## config.mk

```make
export PLATFORM = sky130hd
export DESIGN_NAME = pwr_domain_seq
export DESIGN_NICKNAME = d
export VERILOG_FILES = /design/src/rtl/pds_pkg.sv /design/src/rtl/pds_regs.sv /design/src/rtl/pds_timer.sv /design/src/rtl/pds_fsm.sv /design/src/rtl/pwr_domain_seq.sv
export SDC_FILE = /design/constraint.sdc
export NUM_CORES = 1
export LEC_CHECK = 0
export BUFFER_PORTS_ARGS = -buffer_cell sky130_fd_sc_hd__buf_4
export CAP_MARGIN = 20
export CORE_MARGIN = 3
export CORE_UTILIZATION = 45
export DETAILED_ROUTE_END_ITERATION = 8
export GPL_TIMING_DRIVEN = 0
export PLACE_DENSITY_LB_ADDON = 0.12
export SYNTH_ARGS = -nofsm -noshare
export SYNTH_HDL_FRONTEND = slang
export SYNTH_SLANG_ARGS = --single-unit
```

## constraint.sdc

```tcl
create_clock -name clk -period 5.1 [get_ports clk]
set_clock_uncertainty 0.2 [all_clocks]
set_input_delay 0 -clock clk [delete_from_list [all_inputs] [get_ports clk]]
set_output_delay 0 -clock clk [all_outputs]
set_load 0.02 [all_outputs]
```

## src/rtl/pds_pkg.sv

```systemverilog
package pds_pkg;
    localparam int DATA_W = 32;

    typedef enum logic [3:0] {
        S_OFF,
        S_UP_START,
        S_UP_FEW,
        S_UP_REST,
        S_UP_RELEASE,
        S_ON,
        S_DN_START,
        S_DN_CLKOFF,
        S_DN_CLAMP
    } seq_state_t;

    // register addresses
    localparam logic [3:0] ADDR_CTRL = 4'h0;
    localparam logic [3:0] ADDR_STAT = 4'h4;

    // control register bit positions
    localparam int B_COLLAPSE = 0;
    localparam int B_HWMODE   = 1;
    localparam int B_BYPASS   = 2;
    localparam int L_WCLK     = 12;
    localparam int L_WFEW     = 16;
    localparam int L_WREST    = 20;
    localparam int B_PWRON    = 31;

    // status register bit positions
    localparam int B_UPDONE   = 16;
    localparam int B_DNDONE   = 15;
    localparam int B_RETAIN   = 11;
endpackage

```

## src/rtl/pds_regs.sv

```systemverilog
module pds_regs
    import pds_pkg::*;
#(
    parameter int ADDR_W = 4,
    parameter int WAIT_W = 4
) (
    input  logic              clk,
    input  logic              rst_n,
    input  logic              wr,
    input  logic [ADDR_W-1:0] addr,
    input  logic [DATA_W-1:0] wdata,
    input  logic              st_on,
    input  logic              dn_done,
    output logic [DATA_W-1:0] rdata,
    output logic              collapse_q,
    output logic              hwmode_q,
    output logic              bypass_q,
    output logic [WAIT_W-1:0] wclk_q,
    output logic [WAIT_W-1:0] wfew_q,
    output logic [WAIT_W-1:0] wrest_q,
    output logic              retain_q,
    output logic              hw_enter
);
    logic sel_ctrl, sel_stat;

    assign sel_ctrl = (addr == ADDR_W'(ADDR_CTRL));
    assign sel_stat = (addr == ADDR_W'(ADDR_STAT));
    assign hw_enter = wr && sel_ctrl && wdata[B_HWMODE] && !hwmode_q;

    always_ff @(posedge clk or negedge rst_n) begin
        if (!rst_n) begin
            collapse_q <= 1'b1;
            hwmode_q   <= 1'b0;
            bypass_q   <= 1'b0;
            wclk_q     <= '0;
            wfew_q     <= '0;
            wrest_q    <= '0;
            retain_q   <= 1'b0;
        end else if (wr) begin
            if (sel_ctrl) begin
                collapse_q <= wdata[B_COLLAPSE];
                hwmode_q   <= wdata[B_HWMODE];
                bypass_q   <= wdata[B_BYPASS];
                wclk_q     <= wdata[L_WCLK  +: WAIT_W];
                wfew_q     <= wdata[L_WFEW  +: WAIT_W];
                wrest_q    <= wdata[L_WREST +: WAIT_W];
            end
            if (sel_stat) begin
                retain_q <= wdata[B_RETAIN];
            end
        end
    end

    always_comb begin
        rdata = '0;
        if (sel_ctrl) begin
            rdata[B_COLLAPSE]          = collapse_q;
            rdata[B_HWMODE]            = hwmode_q;
            rdata[B_BYPASS]            = bypass_q;
            rdata[L_WCLK  +: WAIT_W]   = wclk_q;
            rdata[L_WFEW  +: WAIT_W]   = wfew_q;
            rdata[L_WREST +: WAIT_W]   = wrest_q;
            rdata[B_PWRON]             = st_on;
        end else if (sel_stat) begin
            rdata[B_UPDONE] = st_on;
            rdata[B_DNDONE] = dn_done;
            rdata[B_RETAIN] = retain_q;
        end
    end
endmodule

```

## src/rtl/pds_timer.sv

```systemverilog
module pds_timer #(
    parameter int CNT_W = 16
) (
    input  logic             clk,
    input  logic             rst_n,
    input  logic             load,
    input  logic [CNT_W-1:0] load_val,
    output logic             done
);
    logic [CNT_W-1:0] cnt_q;

    always_ff @(posedge clk or negedge rst_n) begin
        if (!rst_n)              cnt_q <= '0;
        else if (load)           cnt_q <= load_val;
        else if (cnt_q != '0)    cnt_q <= cnt_q - CNT_W'(1);
    end

    assign done = (cnt_q == '0);
endmodule

```

## src/rtl/pds_fsm.sv

```systemverilog
module pds_fsm
    import pds_pkg::*;
#(
    parameter int WAIT_W    = 4,
    parameter int CNT_W     = 16,
    parameter int START_CYC = 8
) (
    input  logic              clk,
    input  logic              rst_n,
    input  logic              want_on,
    input  logic              bypass,
    input  logic              hw_enter,
    input  logic              few_ack,
    input  logic              rest_ack,
    input  logic [WAIT_W-1:0] wclk,
    input  logic [WAIT_W-1:0] wfew,
    input  logic [WAIT_W-1:0] wrest,
    input  logic              tmr_done,
    output logic              tmr_load,
    output logic [CNT_W-1:0]  tmr_val,
    output logic              few_en,
    output logic              rest_en,
    output logic              clk_en,
    output logic              clamp,
    output logic              dom_rst,
    output logic              st_on,
    output logic              dn_done
);
    localparam logic [CNT_W-1:0] START_LD = CNT_W'(START_CYC - 1);

    seq_state_t state_q, state_d;
    logic       cyc_pend_q;

    function automatic logic [CNT_W-1:0] dwell(input logic [WAIT_W-1:0] n);
        return (CNT_W'(1) << n) - CNT_W'(1);
    endfunction

    // forced down-then-up cycle on hardware-mode entry
    always_ff @(posedge clk or negedge rst_n) begin
        if (!rst_n)                               cyc_pend_q <= 1'b0;
        else if (hw_enter && state_q != S_OFF)    cyc_pend_q <= 1'b1;
        else if (state_q == S_OFF)                cyc_pend_q <= 1'b0;
    end

    always_comb begin
        state_d = state_q;
        unique case (state_q)
            S_OFF:        if (want_on) state_d = bypass ? S_ON : S_UP_START;
            S_UP_START:   if (tmr_done) state_d = S_UP_FEW;
            S_UP_FEW:     if (tmr_done && few_ack) state_d = S_UP_REST;
            S_UP_REST:    if (tmr_done && rest_ack) state_d = S_UP_RELEASE;
            S_UP_RELEASE: state_d = S_ON;
            S_ON:         if (!want_on || cyc_pend_q) state_d = bypass ? S_OFF : S_DN_START;
            S_DN_START:   if (tmr_done) state_d = S_DN_CLKOFF;
            S_DN_CLKOFF:  if (tmr_done) state_d = S_DN_CLAMP;
            S_DN_CLAMP:   state_d = S_OFF;
            default:      state_d = S_OFF;
        endcase
    end

    always_comb begin
        tmr_load = (state_d != state_q);
        unique case (state_d)
            S_UP_START, S_DN_START: tmr_val = START_LD;
            S_UP_FEW:               tmr_val = dwell(wfew);
            S_UP_REST:              tmr_val = dwell(wrest);
            S_DN_CLKOFF:            tmr_val = dwell(wclk);
            default:                tmr_val = '0;
        endcase
    end

    always_ff @(posedge clk or negedge rst_n) begin
        if (!rst_n) state_q <= S_OFF;
        else        state_q <= state_d;
    end

    always_comb begin
        few_en  = 1'b1;
        rest_en = 1'b1;
        clk_en  = 1'b0;
        clamp   = 1'b0;
        dom_rst = 1'b0;
        st_on   = 1'b0;
        dn_done = 1'b0;
        unique case (state_q)
            S_OFF, S_UP_START: begin
                few_en  = 1'b0;
                rest_en = 1'b0;
                clamp   = 1'b1;
                dom_rst = 1'b1;
                dn_done = 1'b1;
            end
            S_UP_FEW: begin
                rest_en = 1'b0;
                clamp   = 1'b1;
                dom_rst = 1'b1;
            end
            S_UP_REST, S_DN_CLAMP: begin
                clamp   = 1'b1;
                dom_rst = 1'b1;
            end
            S_UP_RELEASE, S_DN_CLKOFF: begin
            end
            S_ON, S_DN_START: begin
                clk_en = 1'b1;
                st_on  = !cyc_pend_q;
            end
            default: begin
                few_en  = 1'b0;
                rest_en = 1'b0;
                clamp   = 1'b1;
                dom_rst = 1'b1;
            end
        endcase
    end
endmodule

```

## src/rtl/pwr_domain_seq.sv

```systemverilog
module pwr_domain_seq
    import pds_pkg::*;
#(
    parameter int ADDR_W    = 4,
    parameter int WAIT_W    = 4,
    parameter int START_CYC = 8
) (
    input  logic              clk,
    input  logic              rst_n,
    input  logic              bus_wr,
    input  logic [ADDR_W-1:0] bus_addr,
    input  logic [31:0]       bus_wdata,
    output logic [31:0]       bus_rdata,
    input  logic              hw_trig,
    input  logic              few_ack,
    input  logic              rest_ack,
    output logic              sw_few_en,
    output logic              sw_rest_en,
    output logic              clk_en,
    output logic              clamp_en,
    output logic              dom_rst,
    output logic              ret_en
);
    localparam int CNT_W = 1 << WAIT_W;

    logic              collapse_q, hwmode_q, ovr_q, hw_enter;
    logic [WAIT_W-1:0] wclk_q, wfew_q, wrest_q;
    logic              st_on, dn_done, want_on;
    logic              tmr_load, tmr_done;
    logic [CNT_W-1:0]  tmr_val;

    assign want_on = hwmode_q ? hw_trig : !collapse_q;

    pds_regs #(.ADDR_W(ADDR_W), .WAIT_W(WAIT_W)) u_regs (
        .clk        (clk),
        .rst_n      (rst_n),
        .wr         (bus_wr),
        .addr       (bus_addr),
        .wdata      (bus_wdata),
        .st_on      (st_on),
        .dn_done    (dn_done),
        .rdata      (bus_rdata),
        .collapse_q (collapse_q),
        .hwmode_q   (hwmode_q),
        .bypass_q   (ovr_q),
        .wclk_q     (wclk_q),
        .wfew_q     (wfew_q),
        .wrest_q    (wrest_q),
        .retain_q   (ret_en),
        .hw_enter   (hw_enter)
    );

    pds_timer #(.CNT_W(CNT_W)) u_timer (
        .clk      (clk),
        .rst_n    (rst_n),
        .load     (tmr_load),
        .load_val (tmr_val),
        .done     (tmr_done)
    );

    pds_fsm #(.WAIT_W(WAIT_W), .CNT_W(CNT_W), .START_CYC(START_CYC)) u_fsm (
        .clk      (clk),
        .rst_n    (rst_n),
        .want_on  (want_on),
        .bypass   (ovr_q),
        .hw_enter (hw_enter),
        .few_ack  (few_ack),
        .rest_ack (rest_ack),
        .wclk     (wclk_q),
        .wfew     (wfew_q),
        .wrest    (wrest_q),
        .tmr_done (tmr_done),
        .tmr_load (tmr_load),
        .tmr_val  (tmr_val),
        .few_en   (sw_few_en),
        .rest_en  (sw_rest_en),
        .clk_en   (clk_en),
        .clamp    (clamp_en),
        .dom_rst  (dom_rst),
        .st_on    (st_on),
        .dn_done  (dn_done)
    );
endmodule

```

### Word-level counts from Yosys, hierarchy flattened

Cells that the tools add are included.

* bits in registers: 37
* input port bits: 42
* output and inout bits: 38
* logic and storage cells: 88

* add/subtract/negate cells: 4
* eq/ne operators: 15
* shift-type cells: 3
* muxes and demuxes: 30
* reduce and logical (&&, ||, !) cells: 26

Operators with widths (count)
* $pmux 16 s4: 1
* $shl 1x4->16 const A: 3
* $sub 16x2->16 const B: 3
* $mux 16: 2
* $pmux 4 s8: 1
* $eq 4x3->1 const B: 7
* $mux 4: 7
* $eq 4x2->1 const B: 4
* $logic_not 16->1: 1
* $reduce_bool 16->1: 1
* $sub 16x1->16 const B: 1
* $mux 1: 12
* $mux 3: 4
* $eq 4x1->1 const B: 2
* $logic_not 4->1: 2
* $mux 7: 1
* $reduce_or 7->1: 1
* $logic_and 1x1->1: 6
* $reduce_or 2->1: 3
* $reduce_or 6->1: 1
* $eq 4x4->1 const B: 1
* $logic_not 1->1: 4
* $mux 2: 2
* $ne 4x4->1: 1
* 5 further kinds: 7

### Longest topological paths before layout

* depth after elaboration: 10
* mapped depth: 16
* gate-level depth less buffers: 13

### By module

A second synthesis with hierarchy kept.

* cells, all modules: 322
* area, all modules: 2919.0 µm²

By module, submodules not included
* pds_fsm: times used 1, cells each 141, area each 999.7 µm², sequential area each 125.1 µm²
* pds_timer: times used 1, cells each 107, area each 999.7 µm², sequential area each 400.4 µm²
* pds_regs: times used 1, cells each 72, area each 910.9 µm², sequential area each 401.6 µm²
* pwr_domain_seq: times used 1, cells each 2, area each 8.8 µm², sequential area each 0.0 µm²

### Least setup slack after synthesis

OpenSTA, ideal clock, no wires.

* path type: reg2reg
* start: register u_timer.cnt_q[0]
* end: register u_timer.cnt_q[4]
* library setup time: 90 ps
* data arrival time: 4273 ps
* required time: 4810 ps
* slack: 537 ps
* cell stages (with the launch flop): 15
* buffers on the path: 1
* period minus slack after synthesis: 4563 ps
* cell sequence: dfrtp_1 -> inv_1 -> ha_1 -> or4b_4 -> nor4_2 -> nor2b_1 -> or3b_2 -> a221oi_2 -> o22ai_1 -> or3_1 -> ha_1 -> buf_1 -> or4b_1 -> a211o_1 -> o221ai_1

* longest elaborated chain between the ends: 8
* elaborated cells between the ends (all ways): 22
* those cells by class: add/sub (1); eq/ne (6); mux (9); reduce/logical (6)

Ends and longest elaborated chain
* start, declared: RTL line pds_timer.sv:10 `logic [CNT_W-1:0] cnt_q;`
* start signal, assigned: RTL line pds_timer.sv:14 `else if (load) cnt_q <= load_val;`
* start signal, assigned: RTL line pds_timer.sv:15 `else if (cnt_q != '0) cnt_q <= cnt_q - CNT_W'(1);`
* $logic_not 16->1 (*): RTL line pds_timer.sv:18 `assign done = (cnt_q == '0);`
* $logic_and 1x1->1, on equally long branches: RTL line pds_fsm.sv:51, pds_fsm.sv:50
* $mux 4, on equally long branches: RTL line pds_fsm.sv:51, pds_fsm.sv:50
* $pmux 4 s8 (*): RTL line pds_fsm.sv:47 `unique case (state_q)`
* named net u_fsm.state_d[2]: RTL line pds_fsm.sv:31 `seq_state_t state_q, state_d;`
* $eq 4x1->1 or $eq 4x3->1 (tied branches): RTL line pds_fsm.sv:63 `unique case (state_d)`
* $reduce_or 2->1: RTL line pds_fsm.sv:63
* $pmux 16 s4: RTL line pds_fsm.sv:63
* $mux 16: RTL line pds_timer.sv:14

The timed path passes the listed nets; every way through them passes the cells marked *. The select of a mux whose other input is x is not followed.
A chain may end at the register's enable or synchronous reset.

### Worst setup path after layout

* start: register u_timer.cnt_q[0]
* end: register u_timer.cnt_q[4]

* longest elaborated chain between the ends: 8
* elaborated cells between the ends (all ways): 22
* those cells by class: add/sub (1); eq/ne (6); mux (9); reduce/logical (6)

Ends and longest elaborated chain (RTL line)
* $logic_not 16->1: pds_timer.sv:18
* $logic_and 1x1->1, on equally long branches: pds_fsm.sv:51, pds_fsm.sv:50
* $mux 4, on equally long branches: pds_fsm.sv:51, pds_fsm.sv:50
* $pmux 4 s8: pds_fsm.sv:47
* $eq 4x1->1 or $eq 4x3->1 (tied branches): pds_fsm.sv:63
* $reduce_or 2->1: pds_fsm.sv:63
* $pmux 16 s4: pds_fsm.sv:63
* $mux 16: pds_timer.sv:14

Several ways; a longest one is shown, not always the timed one. The select of a mux whose other input is x is not followed.

==> impl_metrics.csv <==
group,metric,value,unit
sta,max_freq,202,MHz
floorplan,num_io_pins,80,
clocking,cts_sinks,37,
run_status,outcome,"finished clean",
yosys,synth_cell_types,64,
hold_path,hold_class,"input port to asynchronous set/reset pin",
power,p_leak,1.60,nW
place,portBuffers,48,
run,cap_violations,0,
final_layout,utilization,60.8,%
yosys,seq_area_frac_synth,33.3,%
yosys,yosys_warnings,0,
setup_path,critPathSlowestCell,"or4b_1",
setup_path,critPathMostFrequentCell,"ha_1",
sta,finalHoldViolCount,0,
global_route,grt-ovfl-total,0,
clocking,htree_levels,2,
setup_path,critPathMaxFanout,10,
sta,rsz0062_at_grt,"yes",
setup_path,path_class,"register to register",
setup_path,worstPathArrival,4.97,ns
setup_path,endpoint_kind,"register",
yosys,ys_top_cells_by_count,"36 x dfrtp_1, 20 x nor2_1, 19 x nand2_1, 18 x mux2_2, 16 x buf_4",
global_route,track_usage,22.2,%
detailed_routing,vias,2701,
setup_path,critPathMaxStageDelay,0.55,ns
setup_path,reg2reg_to,"u_timer.cnt_q[4]",
setup_path,crit_path_start_kind,"register",
final_layout,drive_gt1_share,29.3,%
setup_path,path_cells,"inv_1, ha_1, or4b_4, or4_1, clkbuf_1, nand4b_1, a32o_2, nor2b_2, o22ai_2, or3_1, ha_1, buf_1, or4b_1, a211o_1, o221ai_1",
floorplan,placementRows,28,
yosys,synthSimpleGateAreaFrac,27.6,%
yosys,synth_edf_count,0,
clocking,clk_pin_slew,0.07,ns
sta,period_needed,4.95,ns
sta,drv_slew,0,
floorplan,start_util,46.7,%
yosys,ys_ff_latch,37,
yosys,synth-async-reset-ratio,100,%
final_layout,fill_cells,545,
yosys,netlist_area,0.00278,mm2
floorplan,core_area,0.00596,mm2
yosys,synth-main-ff-cell,"dfrtp_1",
detailed_routing,wl,7.56,mm
clocking,cts_tree,"yes",
yosys,synth_largest_area_cell,"dfrtp_1",
setup_path,r2r_start,"u_timer.cnt_q[0]",
global_route,grt_pass1_vias,2658,
power,power.density,559,mW/mm2
clocking,cts-root-buf,"clkbuf_8",
setup_path,worst-r2r-setup-slack,0.15,ns
place,routabilityCongestion,0.893,
setup_path,cp.required,5.12,ns
clocking,cts_made_buffers,5,
sta,fin_setup_tns,0,ns
yosys,synth-compound-area-share,17.9,%
yosys,synthXorXnorAreaFrac,5.04,%
clocking,clockBufferDepth,2,
yosys,muxShareOfSynthArea,7.65,%
detailed_routing,drt-pass1-iter-count,5,
yosys,synth_top_family_by_area,"simple AND/OR/NAND/NOR gates",
yosys,synth_adder_area_share,0.900,%
setup_path,reg2regPathDepth,15,
final_layout,diodes,0,
final_layout,multi_input_area,0.00173,mm2
sta,fin_crit_sh,97.1,%
sta,worstMarginPinSlew,1.04,ns
global_route,antenna_found_initial,0,
detailed_routing,drt_iter0_markers,205,
detailed_routing,vias_per_cell,5.65,
final_layout,regArea,927,um2
floorplan,dieArea,0.00716,mm2
final_layout,area_growth,30.2,%
yosys,synth_top_cells_by_area,"dfrtp_1 32%, mux2_2 7.3%, buf_4 4.3%",
yosys,yosysMostFrequentCell,"dfrtp_1",
detailed_routing,wl_per_cell,15.8,um
floorplan,die_h,84.6,um
sta,report.final.setup_viol,0,
yosys,syn_area_per_cell,8.94,um2
global_route,grt_max_degree,38,
clocking,clk_latency,0.30,ns
final_layout,layout.nets,446,
detailed_routing,drcViolationCount,0,
sta,relSlewSlack,30.3,%
detailed_routing,postRouteAntennaNets,0,
floorplan,die_x,84.6,um
place,dp_hpwl,5.45,mm
yosys,netlist_instances,311,
global_route,grt_pass1_wl,13.0,mm
yosys,synth_top_area_share,32.4,%
power,ir_drop,249,uV
-- cell families after synthesis --
kind of cell               count (synthesis)
DFF                                       37
adders and majority gates                  2
and+or+nand+nor                          130
muxes                                     19
buffers and inverters                     39
xor gates and xnor gates                  16
AOI/OAI and AO/OA                         67
other                                      1
-- per-layer routing --
layer | wire length [um] | part of all wire, % | track usage [%]
met5 | 0 | 0 | 0
met4 | 71 | 0.94 | 5.47
met3 | 504 | 6.7 | 5.20
met1 | 3350 | 44 | 29.7
met2 | 3640 | 48 | 36.5
-- timing repair --
action | 4_1_cts | 5_1_grt
hold endpoints to repair | 54 | 0
cloned | 0 | 0
pin swaps | 2 | 3
setup buffers | 3 | 2
hold buffers | 18 | 0
gates resized for setup | 1 | 5
setup endpoints to repair | 1 | 5
-- worst max-delay path by stage --
stage	startpoint	to	slack [ns]	cells after the start
global placement	u_timer.cnt_q[0]	u_timer.cnt_q[4]	-0.02	14
detailed placement	u_timer.cnt_q[0]	u_timer.cnt_q[4]	-0.03	14
finish	u_timer.cnt_q[0]	u_timer.cnt_q[4]	0.15	15
global route	u_timer.cnt_q[0]	u_timer.cnt_q[4]	-0.11	15
floorplan	u_timer.cnt_q[0]	u_timer.cnt_q[4]	0.54	14
CTS	u_timer.cnt_q[0]	u_timer.cnt_q[4]	0.02	15
-- sequential cells by signal, indices dropped and copies added (netlist names) --
| signal | flops |
|---|---|
| u_fsm.state_q | 4 |
| u_timer.cnt_q | 16 |
| u_regs.bypass_q | 1 |
| u_regs.collapse_q | 1 |
| u_regs.hwmode_q | 1 |
| u_regs.wfew_q | 4 |
| u_regs.wclk_q | 4 |
| u_regs.wrest_q | 4 |
| u_regs.retain_q | 1 |
| u_fsm.cyc_pend_q | 1 |
-- metrics by stage --
| step | instance area (um2) | hold slack (ns) | power [mW] | setup slack (ns) | instances |
|---|---|---|---|---|---|
| after detailed placement | 3290 | -0.190 | 1.72 | -0.0334 | 448 |
| final | 3620 | 0.00174 | 2.02 | 0.146 | 478 |
| after global placement | 3290 | -0.195 | 1.71 | -0.0185 | 448 |
| after CTS | 3580 | 0.00314 | 1.97 | 0.0158 | 477 |
| after floorplan | 2830 | -0.496 | 1.41 | 0.537 | 325 |
| after global routing | 3620 | 0.0590 | 2.20 | -0.114 | 478 |
-- power breakdown --
part           switching (mW)  total (mW)  internal (mW)
sequential             0.0991       0.492          0.392
combinational           0.765        1.33          0.563
clock                   0.110       0.205         0.0947
-- cells in the final DEF, fill, tap and decap left out, types with 6 or more instances in the layout --
master         instances
dlygate4sd3_1         18
conb_1                15
or3_1                  7
a21oi_1                7
o21ai_0               12
xnor2_1               10
clkbuf_1              13
mux2_2                18
xor2_1                 6
or2_2                  6
inv_1                  9
dfrtp_1               36
nor2_1                20
nor3_1                11
buf_4                 69
nand2_1               19
and2_1                15
nand3_1                7
-- worst max-delay path: cells and delay by family, from the launching register on --
family                     cells  cell delay (ns)
AOI/OAI and AO/OA              4             0.88
buffers and inverters          3             0.50
DFF                            1             0.41
and+or+nand+nor                6             2.49
adders and majority gates      2             0.38
-- layout make-up --
type | instances | share of cell area (%)
Multi-Input combinational cell | 249 | 47.9
Clock buffer | 6 | 2.01
Buffer | 29 | 4.67
Timing Repair Buffer | 71 | 16.0
Clock inverter | 2 | 0.277
Inverter | 9 | 0.934
Sequential cell | 37 | 25.6
Tap cell | 75 | 2.59
(Power assumes the default switching activity.)
